--- config.mk ---
export PLATFORM = sky130hd
export DESIGN_NAME = flash_boot_reader
export DESIGN_NICKNAME = d
export VERILOG_FILES = /design/src/rtl/fbr_pkg.sv /design/src/rtl/fbr_ctrl.sv /design/src/rtl/fbr_datapath.sv /design/src/rtl/flash_boot_reader.sv
export SDC_FILE = /design/constraint.sdc
export NUM_CORES = 1
export LEC_CHECK = 0
export CAP_MARGIN = 20
export CORE_ASPECT_RATIO = 1.2
export CORE_MARGIN = 3
export CORE_UTILIZATION = 44
export CTS_CLUSTER_DIAMETER = 200
export DETAILED_ROUTE_END_ITERATION = 12
export PLACE_DENSITY = 0.74
export RECOVER_POWER = 100
export SYNTH_ARGS = -nofsm -noshare
export SYNTH_HDL_FRONTEND = slang
export SYNTH_SLANG_ARGS = --single-unit
--- constraint.sdc ---
create_clock -name clk -period 3.74 [get_ports clk]
set_input_delay 0.561 -clock clk [delete_from_list [all_inputs] [get_ports clk]]
set_output_delay 0.561 -clock clk [all_outputs]
set_load 0.02 [all_outputs]
--- src/rtl/fbr_pkg.sv ---
package fbr_pkg;

  typedef enum logic [2:0] {
    ST_IDLE,
    ST_WAIT,
    ST_HOLD,
    ST_DONE,
    ST_ERR
  } rdState_t;

  // strobes from control to datapath
  typedef struct packed {
    logic sampleMode;
    logic loadStart;
    logic latStep;
    logic capture;
    logic accept;
    logic advance;
  } fbrStrobe_t;

endpackage

--- src/rtl/fbr_ctrl.sv ---
module fbr_ctrl
  import fbr_pkg::*;
(
  input  logic       clk,
  input  logic       rstN,
  input  logic       progN,
  input  logic       initRel,
  input  logic [2:0] modeStrap,
  input  logic       outReady,
  input  logic       latDone,
  input  logic       lastByte,
  input  logic       atEnd,
  output fbrStrobe_t stb,
  output logic       busRead,
  output logic       holdByte,
  output logic       finished,
  output logic       fault
);

  rdState_t state, nxt;
  logic initPrev;
  logic initRise;
  logic isFlash;

  assign initRise = initRel & ~initPrev;
  assign isFlash  = ~modeStrap[2] & modeStrap[1];

  always_ff @(posedge clk or negedge rstN) begin
    if (!rstN) begin
      state    <= ST_IDLE;
      initPrev <= 1'b0;
    end else begin
      state    <= nxt;
      initPrev <= initRel;
    end
  end

  always_comb begin
    nxt = state;
    stb = '0;
    unique case (state)
      ST_IDLE: begin
        if (initRise && isFlash) begin
          stb.sampleMode = 1'b1;
          stb.loadStart  = 1'b1;
          nxt            = ST_WAIT;
        end
      end
      ST_WAIT: begin
        stb.latStep = 1'b1;
        if (latDone) begin
          stb.capture = 1'b1;
          nxt         = ST_HOLD;
        end
      end
      ST_HOLD: begin
        if (outReady) begin
          stb.accept = 1'b1;
          if (lastByte) begin
            nxt = ST_DONE;
          end else if (atEnd) begin
            nxt = ST_ERR;
          end else begin
            stb.advance = 1'b1;
            nxt         = ST_WAIT;
          end
        end
      end
      ST_DONE: nxt = ST_DONE;
      ST_ERR:  nxt = ST_ERR;
      default: nxt = ST_IDLE;
    endcase
    if (!progN) begin
      nxt = ST_IDLE;
      stb = '0;
    end
  end

  assign busRead  = (state == ST_WAIT) || (state == ST_HOLD);
  assign holdByte = (state == ST_HOLD);
  assign finished = (state == ST_DONE);
  assign fault    = (state == ST_ERR);

endmodule

--- src/rtl/fbr_datapath.sv ---
module fbr_datapath
  import fbr_pkg::*;
#(
  parameter int ADDR_W     = 24,
  parameter int DATA_W     = 8,
  parameter int ACCESS_LAT = 2,
  parameter int BYTE_COUNT = 16
) (
  input  logic              clk,
  input  logic              rstN,
  input  fbrStrobe_t        stb,
  input  logic              modeDir,
  input  logic [DATA_W-1:0] flashData,
  output logic [ADDR_W-1:0] addr,
  output logic [DATA_W-1:0] dataOut,
  output logic              dirDown,
  output logic              latDone,
  output logic              lastByte,
  output logic              atEnd
);

  localparam int LAT_W = $clog2(ACCESS_LAT + 1);
  localparam int CNT_W = $clog2(BYTE_COUNT + 1);
  localparam logic [LAT_W-1:0] LAT_LAST = LAT_W'(ACCESS_LAT - 1);
  localparam logic [CNT_W-1:0] CNT_LAST = CNT_W'(BYTE_COUNT - 1);

  logic [LAT_W-1:0] latCnt;
  logic [CNT_W-1:0] byteCnt;

  always_ff @(posedge clk or negedge rstN) begin
    if (!rstN) begin
      dirDown <= 1'b0;
      addr    <= '0;
    end else begin
      if (stb.sampleMode) dirDown <= modeDir;
      if (stb.loadStart) begin
        addr <= modeDir ? '1 : '0;
      end else if (stb.advance) begin
        addr <= dirDown ? addr - 1'b1 : addr + 1'b1;
      end
    end
  end

  always_ff @(posedge clk or negedge rstN) begin
    if (!rstN) begin
      latCnt <= '0;
    end else if (stb.loadStart || stb.capture) begin
      latCnt <= '0;
    end else if (stb.latStep) begin
      latCnt <= latCnt + 1'b1;
    end
  end

  always_ff @(posedge clk or negedge rstN) begin
    if (!rstN) begin
      byteCnt <= '0;
    end else if (stb.loadStart) begin
      byteCnt <= '0;
    end else if (stb.accept) begin
      byteCnt <= byteCnt + 1'b1;
    end
  end

  always_ff @(posedge clk or negedge rstN) begin
    if (!rstN) begin
      dataOut <= '0;
    end else if (stb.capture) begin
      dataOut <= flashData;
    end
  end

  assign latDone  = (latCnt == LAT_LAST);
  assign lastByte = (byteCnt == CNT_LAST);
  assign atEnd    = dirDown ? (addr == '0) : (addr == '1);

endmodule

--- src/rtl/flash_boot_reader.sv ---
module flash_boot_reader
  import fbr_pkg::*;
#(
  parameter int ADDR_W     = 24,
  parameter int DATA_W     = 8,
  parameter int ACCESS_LAT = 2,
  parameter int BYTE_COUNT = 16
) (
  input  logic              clk,
  input  logic              rstN,
  input  logic              progN,
  input  logic              initRel,
  input  logic [2:0]        modeStrap,
  output logic [ADDR_W-1:0] flashAddr,
  output logic              flashAddrOe,
  output logic              flashCeN,
  output logic              flashOeN,
  input  logic [DATA_W-1:0] flashData,
  output logic [DATA_W-1:0] outData,
  output logic              outValid,
  input  logic              outReady,
  output logic              bootDone,
  output logic              sweepErr
);

  fbrStrobe_t stb;
  logic latDone, lastByte, atEnd, dirDown, busRead;

  fbr_ctrl uCtrl (
    .clk      (clk),
    .rstN     (rstN),
    .progN    (progN),
    .initRel  (initRel),
    .modeStrap(modeStrap),
    .outReady (outReady),
    .latDone  (latDone),
    .lastByte (lastByte),
    .atEnd    (atEnd),
    .stb      (stb),
    .busRead  (busRead),
    .holdByte (outValid),
    .finished (bootDone),
    .fault    (sweepErr)
  );

  fbr_datapath #(
    .ADDR_W    (ADDR_W),
    .DATA_W    (DATA_W),
    .ACCESS_LAT(ACCESS_LAT),
    .BYTE_COUNT(BYTE_COUNT)
  ) uDp (
    .clk      (clk),
    .rstN     (rstN),
    .stb      (stb),
    .modeDir  (modeStrap[0]),
    .flashData(flashData),
    .addr     (flashAddr),
    .dataOut  (outData),
    .dirDown  (dirDown),
    .latDone  (latDone),
    .lastByte (lastByte),
    .atEnd    (atEnd)
  );

  assign flashCeN    = ~busRead;
  assign flashOeN    = ~busRead;
  assign flashAddrOe = busRead;

endmodule

=== After elaboration in Yosys (flattened, before gate mapping) ===
Cells that the tools add are included.

* $add $sub $neg: 4
* Equal/unequal tests: 10
* Bitwise logic cells: 5
* Muxes and demuxes: 25
* Reduce and logical (&&, ||, !) cells: 9

{| class="wikitable"
|+ Operators by type and width
! cell !! count
|-
| $mux 24 || 4
|-
| $add 24x1->24 const B || 1
|-
| $eq 24x24->1 const B || 1
|-
| $logic_not 24->1 || 1
|-
| $sub 24x1->24 const B || 1
|-
| $mux 3 || 6
|-
| $pmux 3 s5 || 1
|-
| $mux 2 || 7
|-
| $mux 5 || 2
|-
| $eq 3x2->1 const B || 2
|-
| $mux 6 || 1
|-
| $ne 3x2->1 const B || 2
|-
| $reduce_bool 2->1 || 3
|-
| $add 5x1->5 const B || 1
|-
| $eq 5x4->1 const B || 1
|-
| $mux 1 || 4
|-
| $eq 3x1->1 const B || 1
|-
| $eq 3x3->1 const B || 1
|-
| $logic_not 3->1 || 1
|-
| $ne 3x3->1 const B || 1
|-
| $not 1->1 || 3
|-
| $reduce_and 3->1 || 1
|-
| $add 2x1->2 const B || 1
|-
| $and 1x1->1 || 2
|-
| 3 further kinds || 4
|}

* Logic and storage cells: 60
* Flip-flop bits (word level): 44
* Output and inout port bits: 38
* Input bits: 16

=== Depth between registers and ports, before layout ===
Gate-level depths: netlist of run 1.

* Word-level depth: 9
* Gate-level depth with buffers: 10
* Gate-level depth less buffers: 9

=== Hierarchy ===
A second synthesis of run 1 with hierarchy kept.

* Cells, all modules: 378
* Area, all modules: 3333.2 µm²

{| class="wikitable"
|+ By module, submodules not included
! module !! area an instance (µm²) !! instances !! seq. area each (µm²) !! cells each
|-
| fbr_datapath || 2995.4 || 1 || 1001.0 || 341
|-
| fbr_ctrl || 326.6 || 1 || 100.1 || 35
|-
| flash_boot_reader || 11.3 || 1 || 0.0 || 2
|}

=== Worst setup path before layout of run 1 ===
Ideal clock, no wire load.

* Path type: flip-flop to flip-flop
* From: register uDp.dirDown
* To: register uDp.addr[16]
* Clock period less this slack: 2612 ps
* Buffers on the path: 1
* Required time: 3604 ps
* Stages on the path, launching flop included: 10
* Setup slack: 1128 ps
* Data arrival time: 2475 ps
* Path through: dfrtp_1 -> ha_1 -> buf_6 -> and4_4 -> and3_4 -> a211oi_4 -> nand2_2 -> or4_1 -> nand4_1 -> a21oi_1

* Word-level cells in the longest chain between the ends: 7
* Elaborated cells between the ends (all ways): 10

{| class="wikitable"
|+ RTL lines
! what !! RTL line !! RTL
|-
| start, declared || fbr_datapath.sv:16 || <nowiki>output logic dirDown,</nowiki>
|-
| start signal, assigned || fbr_datapath.sv:35 || <nowiki>if (stb.sampleMode) dirDown <= modeDir;</nowiki>
|-
| $mux 1 || fbr_datapath.sv:74 || <nowiki>assign atEnd = dirDown ? (addr == '0) : (addr == '1);</nowiki>
|-
| $mux 1 || fbr_ctrl.sv:61 || <nowiki>end else if (atEnd) begin</nowiki>
|-
| $mux 1 || fbr_ctrl.sv:59 || <nowiki>if (lastByte) begin</nowiki>
|-
| $mux 2 || fbr_ctrl.sv:57 || <nowiki>if (outReady) begin</nowiki>
|-
| $mux 2 || fbr_ctrl.sv:41 || <nowiki>unique case (state)</nowiki>
|-
| $mux 6 || fbr_ctrl.sv:73 || <nowiki>if (!progN) begin</nowiki>
|-
| $reduce_bool 2->1 (no source line) || n/a ||
|-
| end signal, assigned || fbr_datapath.sv:37 || <nowiki>addr <= modeDir ? '1 : '0;</nowiki>
|-
| end signal, assigned || fbr_datapath.sv:39 || <nowiki>addr <= dirDown ? addr - 1'b1 : addr + 1'b1;</nowiki>
|-
| end, declared || fbr_datapath.sv:14 || <nowiki>output logic [ADDR_W-1:0] addr,</nowiki>
|}

Several ways; a longest one is shown, not always the timed one. The select of a mux whose other input is x is not followed.
A chain may end at the register's enable or synchronous reset.

=== Worst setup path after layout of run 1 ===
* From: register uDp.dirDown
* To: register uDp.addr[10]

Same word-level chain as after synthesis.

==> results of run 1 <==
worst reg2reg max path, cell delays in order, from the launching register on:
cell and delay [ns]:
dfrtp_1 0.98, nand4b_1 0.22, nor4_1 0.05, o2bb2ai_1 0.15, nor3_1 0.90, clkbuf_1 0.43
o311ai_1 0.18, a31oi_1 0.18, o21ai_1 0.09
cells by family (layout without fill, tap and decap cells):
| family | Yosys count | after routing |
|---|---|---|
| buf+inv | 36 | 81 |
| mux | 13 | 13 |
| compound gates | 131 | 131 |
| fa+ha+maj | 26 | 26 |
| flops | 44 | 44 |
| xor+xnor | 15 | 15 |
| simple gates | 136 | 136 |
layout make-up:
class                   count  share of cell area [%]
multi-input cells         321                   52.32
flip-flops and latches     44                   27.18
repair buffers             58                   13.68
well taps                  90                   2.779
clock buffers               6                   1.791
inverters                  15                   1.390
clock inverters             2                  0.8647
stage by stage:
step                cells  cell area, um2  util (%)
finish                536            4051     54.73
global route          536            4051     54.73
CTS                   535            4086     55.21
detailed placement    527            3979     53.75
global placement      527            3979     53.75
floorplan             401            3410         -
worst max path at each step:
| stage | cells past startpoint | slack [ns] | to |
|---|---|---|---|
| after floorplan | 9 | 1.13 | uDp.addr[16] |
| after global placement | 9 | 0.77 | uDp.addr[18] |
| after detailed placement | 9 | 0.71 | uDp.addr[20] |
| after CTS | 9 | 0.67 | uDp.addr[20] |
| after global routing | 8 | 0.22 | uDp.addr[10] |
| final | 8 | 0.44 | uDp.addr[10] |
sequential cells by signal, indices dropped and copies added (netlist names):
signal          cells
uDp.byteCnt         5
uDp.latCnt          2
uDp.addr           24
uDp.dirDown         1
uDp.dataOut         8
uCtrl.state         3
uCtrl.initPrev      1
synthesized netlist by cell type (all sizes together), types with 2 or more instances:
cell / count / area [um2]
a21oi: 45 / 225.2
dfrtp: 44 / 1101
nor2: 35 / 131.4
o21ai: 29 / 145.1
nand2: 28 / 107.6
ha: 25 / 312.8
inv: 15 / 56.30
a211oi: 12 / 107.6
nand3: 12 / 60.06
nor3: 12 / 65.06
buf: 11 / 66.31
a31oi: 10 / 77.57
clkbuf: 10 / 38.78
nand4: 9 / 56.30
xor2: 9 / 78.83
a21o: 8 / 61.31
mux2: 8 / 90.09
nand2b: 7 / 43.79
o21a: 7 / 53.80
nor4: 6 / 37.54
or3: 6 / 37.54
xnor2: 6 / 52.55
mux2i: 5 / 50.05
and2: 4 / 25.02
and3: 4 / 30.03
a21boi: 3 / 22.52
a31o: 3 / 26.28
nor2b: 3 / 18.77
o211ai: 3 / 22.52
a211o: 2 / 18.77
nor3b: 2 / 15.01
routing by layer:
| layer | part of all wire, % | GRT usage [%] | up-vias |
|---|---|---|---|
| li1 | - | - | 1576 |
| met1 | 42 | 24.95 | 1518 |
| met2 | 50 | 36.57 | 100 |
| met3 | 5.3 | 3.226 | 24 |
| met4 | 2.8 | 8.993 | 0 |
| met5 | 0 | 0 | - |
power by group through the flow:
stage	clock network (mW)	logic (mW)	registers [mW]
6_report	0.376	2.82	0.977
5_1_grt	0.407	3.10	1.01
4_1_cts	0.387	2.90	0.978
3_5_place_dp	0	2.88	0.983
3_3_place_gp	0	2.84	0.969
2_1_floorplan	0	1.92	1.12
==> impl_metrics.ini, run 1 <==
[run_status]
outcome = finished, violations left
violations = max-capacitance violations, max-slew violations

[yosys]
synth_top_family_by_area = compound AO/OA/AOI/OAI gates
synth_compound_area_share_pct = 24.73
synthCells = 401
async_flop_share_pct = 100.0
ys_types = 63
synth_fa_ha_area_share_pct = 9.761
synth_area_per_cell_um2 = 8.503
synth_edf_count = 0
yosys_warnings = 0
ys_seq_area_share_pct = 32.29
synth-seq-cells = 44
synth_xor_xnor_area_share_pct = 3.853
syn_area_mm2 = 0.003410
yosys.area_share.simple_pct = 20.51
synthesis.nets = 443
synth-main-ff-cell = dfrtp_1
synthMuxAreaShare_pct = 4.110

[sta]
finalHoldViolations = 0
finalCritPeriodShare_pct = 88.21
slew_headroom_pct = -15.81
tightest_slew_ns = 1.737
whs_ns = 0.2772
setup_ws_ns = 0.4409
max_clock_freq_mhz = 303.1
rsz0062_at_grt = false
drv_slew = 32
min_period_ns = 3.299
tns_ns = 0
finalSetupViolations = 0
skew_ns = 0.009246

[die]
pin_count = 54
die_width_um = 86.36
die_h_um = 102.4
design.die.area_mm2 = 0.008846
coreArea_mm2 = 0.007402
start_util_pct = 46.06
row_count = 34

[final_layout]
num-fill-cells = 698
layout_commonest_cell = a21oi_1
diodes = 0
final_cell_mix = 45 x a21oi_1, 44 x dfrtp_1, 40 x dlygate4sd3_1
final_net_count = 487
multi_input_area_mm2 = 0.002120
syn2layout_area_growth_pct = 18.83
regArea_mm2 = 0.001101
layout-drive-gt1-share_pct = 5.830

[critical_path]
cp.buffers_inverters = 1
cp.required_ns = 3.93
crit_family = simple AND/OR/NAND/NOR gates
worstPathMaxFanout = 27
cp-startpoint = uDp.dirDown
r2r-start = uDp.dirDown
r2r_end = uDp.addr[10]
path_cells = nand4b_1 > nor4_1 > o2bb2ai_1 > nor3_1 > clkbuf_1 > o311ai_1 > a31oi_1 > o21ai_1
worstRegToRegCells = 8
worst_path_largest_cell_delay_ns = 0.98
reg2reg_slack_ns = 0.44
worstSetupPathType = reg -> reg
critPathArrivalTime_ns = 3.49
crit_path_start_kind = flip-flop
cp-end-kind = flip-flop
slowest_stage = dfrtp_1

[power]
power.leakage_nw = 1.715
total_power_mw = 4.174
netSwitchingPower_mw = 2.082
p_per_area_mw_per_mm2 = 1030
ir_worst_vdd_mv = 0.5222
clkPwrFrac_pct = 9.0
combPwrFrac_pct = 67.6
internal-power_mw = 2.091
power_switching_share_pct = 49.89
power_frac_seq_pct = 23.4

[drt]
ant_nets = 0
drtPass1Iterations = 4
drc = 0
first_iter_violations = 243
wl_per_cell_um = 16.96
vias = 3218
vias_per_cell = 6.004
wl_mm = 9.090

[cts]
clock_sinks = 44
cts_max_path_buffers = 2
ctsResizeCount = 0
htree_num_levels = 2
holdBufCountCts = 0
numCtsBuffers = 5
cts_tree = yes
cts.clk_slew.worst_paths_ns = 0.09
worstSkewPairLatency_ns = 0.31
cts_setup_buffers = 0
cts_root_buf = clkbuf_8

[placed_design]
dp_slack_ns = 0.7106
io_buffer_count = 53
finalWeightedCongestion = 0.9664
hpwl_mm = 6.415

[job]
maxCapViolCount = 1

[grt]
grt_pass1_vias = 3114
antenna_found_initial = 0
grt_max_degree = 45
grt_pass1_wl_mm = 14.68
grt_util_all_layers_pct = 20.75
overflow = 0

[worst_hold_path]
hold_path.class = in -> async
Power figures use the tool's default switching activity.
==> run 2, diff against run 1 <==
Settings changed: ABC_CLOCK_PERIOD_IN_PS set to 3740, SLEW_MARGIN set to 20.
==> run 2 against run 1 <==
The flow still finishes with violations (max-capacitance violations, max-slew violations). Utilization down 0.051 points. Sequential power down 0.7%. Critical path depth unchanged. Combinational power about the same. Non-clock buffer count down 1. Flip-flop and latch count unchanged. Cell area about the same. Critical path type unchanged. Critical endpoint unchanged. Largest power group unchanged.
==> impl_metrics.ini, run 2 (synthesis results as in run 1) <==
[run_status]
outcome = finished, violations left
violations = max-capacitance violations, max-slew violations

[grt]
met1_usage_pct = 24.95
grt_max_degree = 45
grt_pass1_wl_mm = 14.68
top_usage_layer = met2
grt_util_all_layers_pct = 20.75
overflow = 0
grt_pass1_vias = 3114
antenna_found_initial = 0
met2_usage_pct = 36.57
gr-usage-met3_pct = 3.226

[power]
ir_worst_vdd_mv = 0.5172
p_per_area_mw_per_mm2 = 1027
power.leakage_nw = 1.714

[cts]
numCtsBuffers = 5
holdBufCountCts = 0
worstSkewPairLatency_ns = 0.31
cts_setup_buffers = 0
htree_num_levels = 2
cts_max_path_buffers = 2
clock_sinks = 44
cts_tree = yes
cts_root_buf = clkbuf_8
cts.clk_slew.worst_paths_ns = 0.09
ctsResizeCount = 0

[die]
coreArea_mm2 = 0.007402
die_width_um = 86.36
start_util_pct = 46.06
row_count = 34
pin_count = 54
design.die.area_mm2 = 0.008846
die_h_um = 102.4

[drt]
wl_mm = 8.948
ant_nets = 0
drc = 0
first_iter_violations = 205
wl_per_cell_um = 16.73
vias_per_cell = 6.002
drtPass1Iterations = 4
vias = 3211

[sta]
min_period_ns = 3.267
tns_ns = 0
finalSetupViolations = 0
max_clock_freq_mhz = 306.1
setup_ws_ns = 0.4733
skew_ns = 0.009460
rsz0062_at_grt = false
finalHoldViolations = 0
slew_headroom_pct = -62.00
drv_slew = 45
tightest_slew_ns = 2.430
finalCritPeriodShare_pct = 87.34

[final_layout]
multi_input_area_mm2 = 0.002120
regArea_mm2 = 0.001101
num-fill-cells = 700
layout_commonest_cell = a21oi_1
largest_reg_flops = 24
diodes = 0
syn2layout_area_growth_pct = 18.72
biggestRegsByFlops = uDp.addr x24, uDp.dataOut x8, uDp.byteCnt x5
layout-drive-gt1-share_pct = 5.843
final_net_count = 486
largest-register = uDp.addr
final_cell_mix = 45 x a21oi_1, 44 x dfrtp_1, 40 x dlygate4sd3_1

[job]
maxCapViolCount = 1

[critical_path]
crit_path_start_kind = flip-flop
worstSetupPathType = reg -> reg
critPathArrivalTime_ns = 3.45
worstPathMaxFanout = 27
cp-end-kind = flip-flop
cp.required_ns = 3.93

[placed_design]
finalWeightedCongestion = 0.9664
dp_slack_ns = 0.7106
io_buffer_count = 53
hpwl_mm = 6.415

[worst_hold_path]
hold_path.class = reg -> reg
-- run 2: cell types whose count changed in the layout (fill, tap and decap cells not counted) --
cell	previous run	this run
clkbuf_1	4	3
-- run 2: area by class of cell --
cell class / instances / area share [%]
flip-flops and latches: 44 / 27.20
well taps: 90 / 2.782
repair buffers: 57 / 13.60
clock buffers: 6 / 1.793
multi-input cells: 321 / 52.36
inverters: 15 / 1.391
clock inverters: 2 / 0.8655
-- run 2: final timing paths --
check	startpoint	end	slack, ns	cells after the start
worst max-delay path	uDp.dirDown	uDp.addr[10]	0.47	8
worst min-delay path	uDp.dataOut[1]	uDp.dataOut[1]	0.50	1
worst max register to register	uDp.dirDown	uDp.addr[10]	0.47	8
worst min register to register	uDp.dataOut[1]	uDp.dataOut[1]	0.50	1
max in group asynchronous	rstN	uDp.addr[17]	1.36	1
min in group asynchronous	rstN	uCtrl.state[1]	0.98	1
-- run 2: layer usage --
layer / vias up / wire length (um)
li1: 1573 / -
met1: 1510 / 3730
met2: 106 / 4475
met3: 22 / 503
met4: 0 / 239
met5: - / 0
-- run 2: through the flow --
stage,util (%),instance area (um2),power [mW],hold WS (ns),instances
after CTS,55.21,4086,4.268,0.4749,535
after global routing,54.68,4048,4.511,0.5211,535
after global placement,53.75,3979,3.808,0.4821,527
after floorplan,-,3410,3.032,0.2654,401
final,54.68,4048,4.157,0.5002,535
after detailed placement,53.75,3979,3.859,0.4913,527
-- run 2: where the power goes --
group          internal [mW]  leakage (nW)  switching, mW
sequential             0.681         0.536          0.289
combinational           1.21          1.12           1.60
clock                  0.199        0.0552          0.176
-- run 2: worst max-delay path, cell delays in order, from the launching register on --
cell	delay, ns
dfrtp_1	0.95
nand4b_1	0.21
nor4_1	0.05
o2bb2ai_1	0.15
nor3_1	0.89
clkbuf_1	0.42
o311ai_1	0.18
a31oi_1	0.19
o21ai_1	0.09
==> run 3, diff against run 2 <==
Settings changed: CAP_MARGIN 20 to 10.
==> results of run 3 <==
The final DEF is identical to that of run 2; final timing and power are the same.
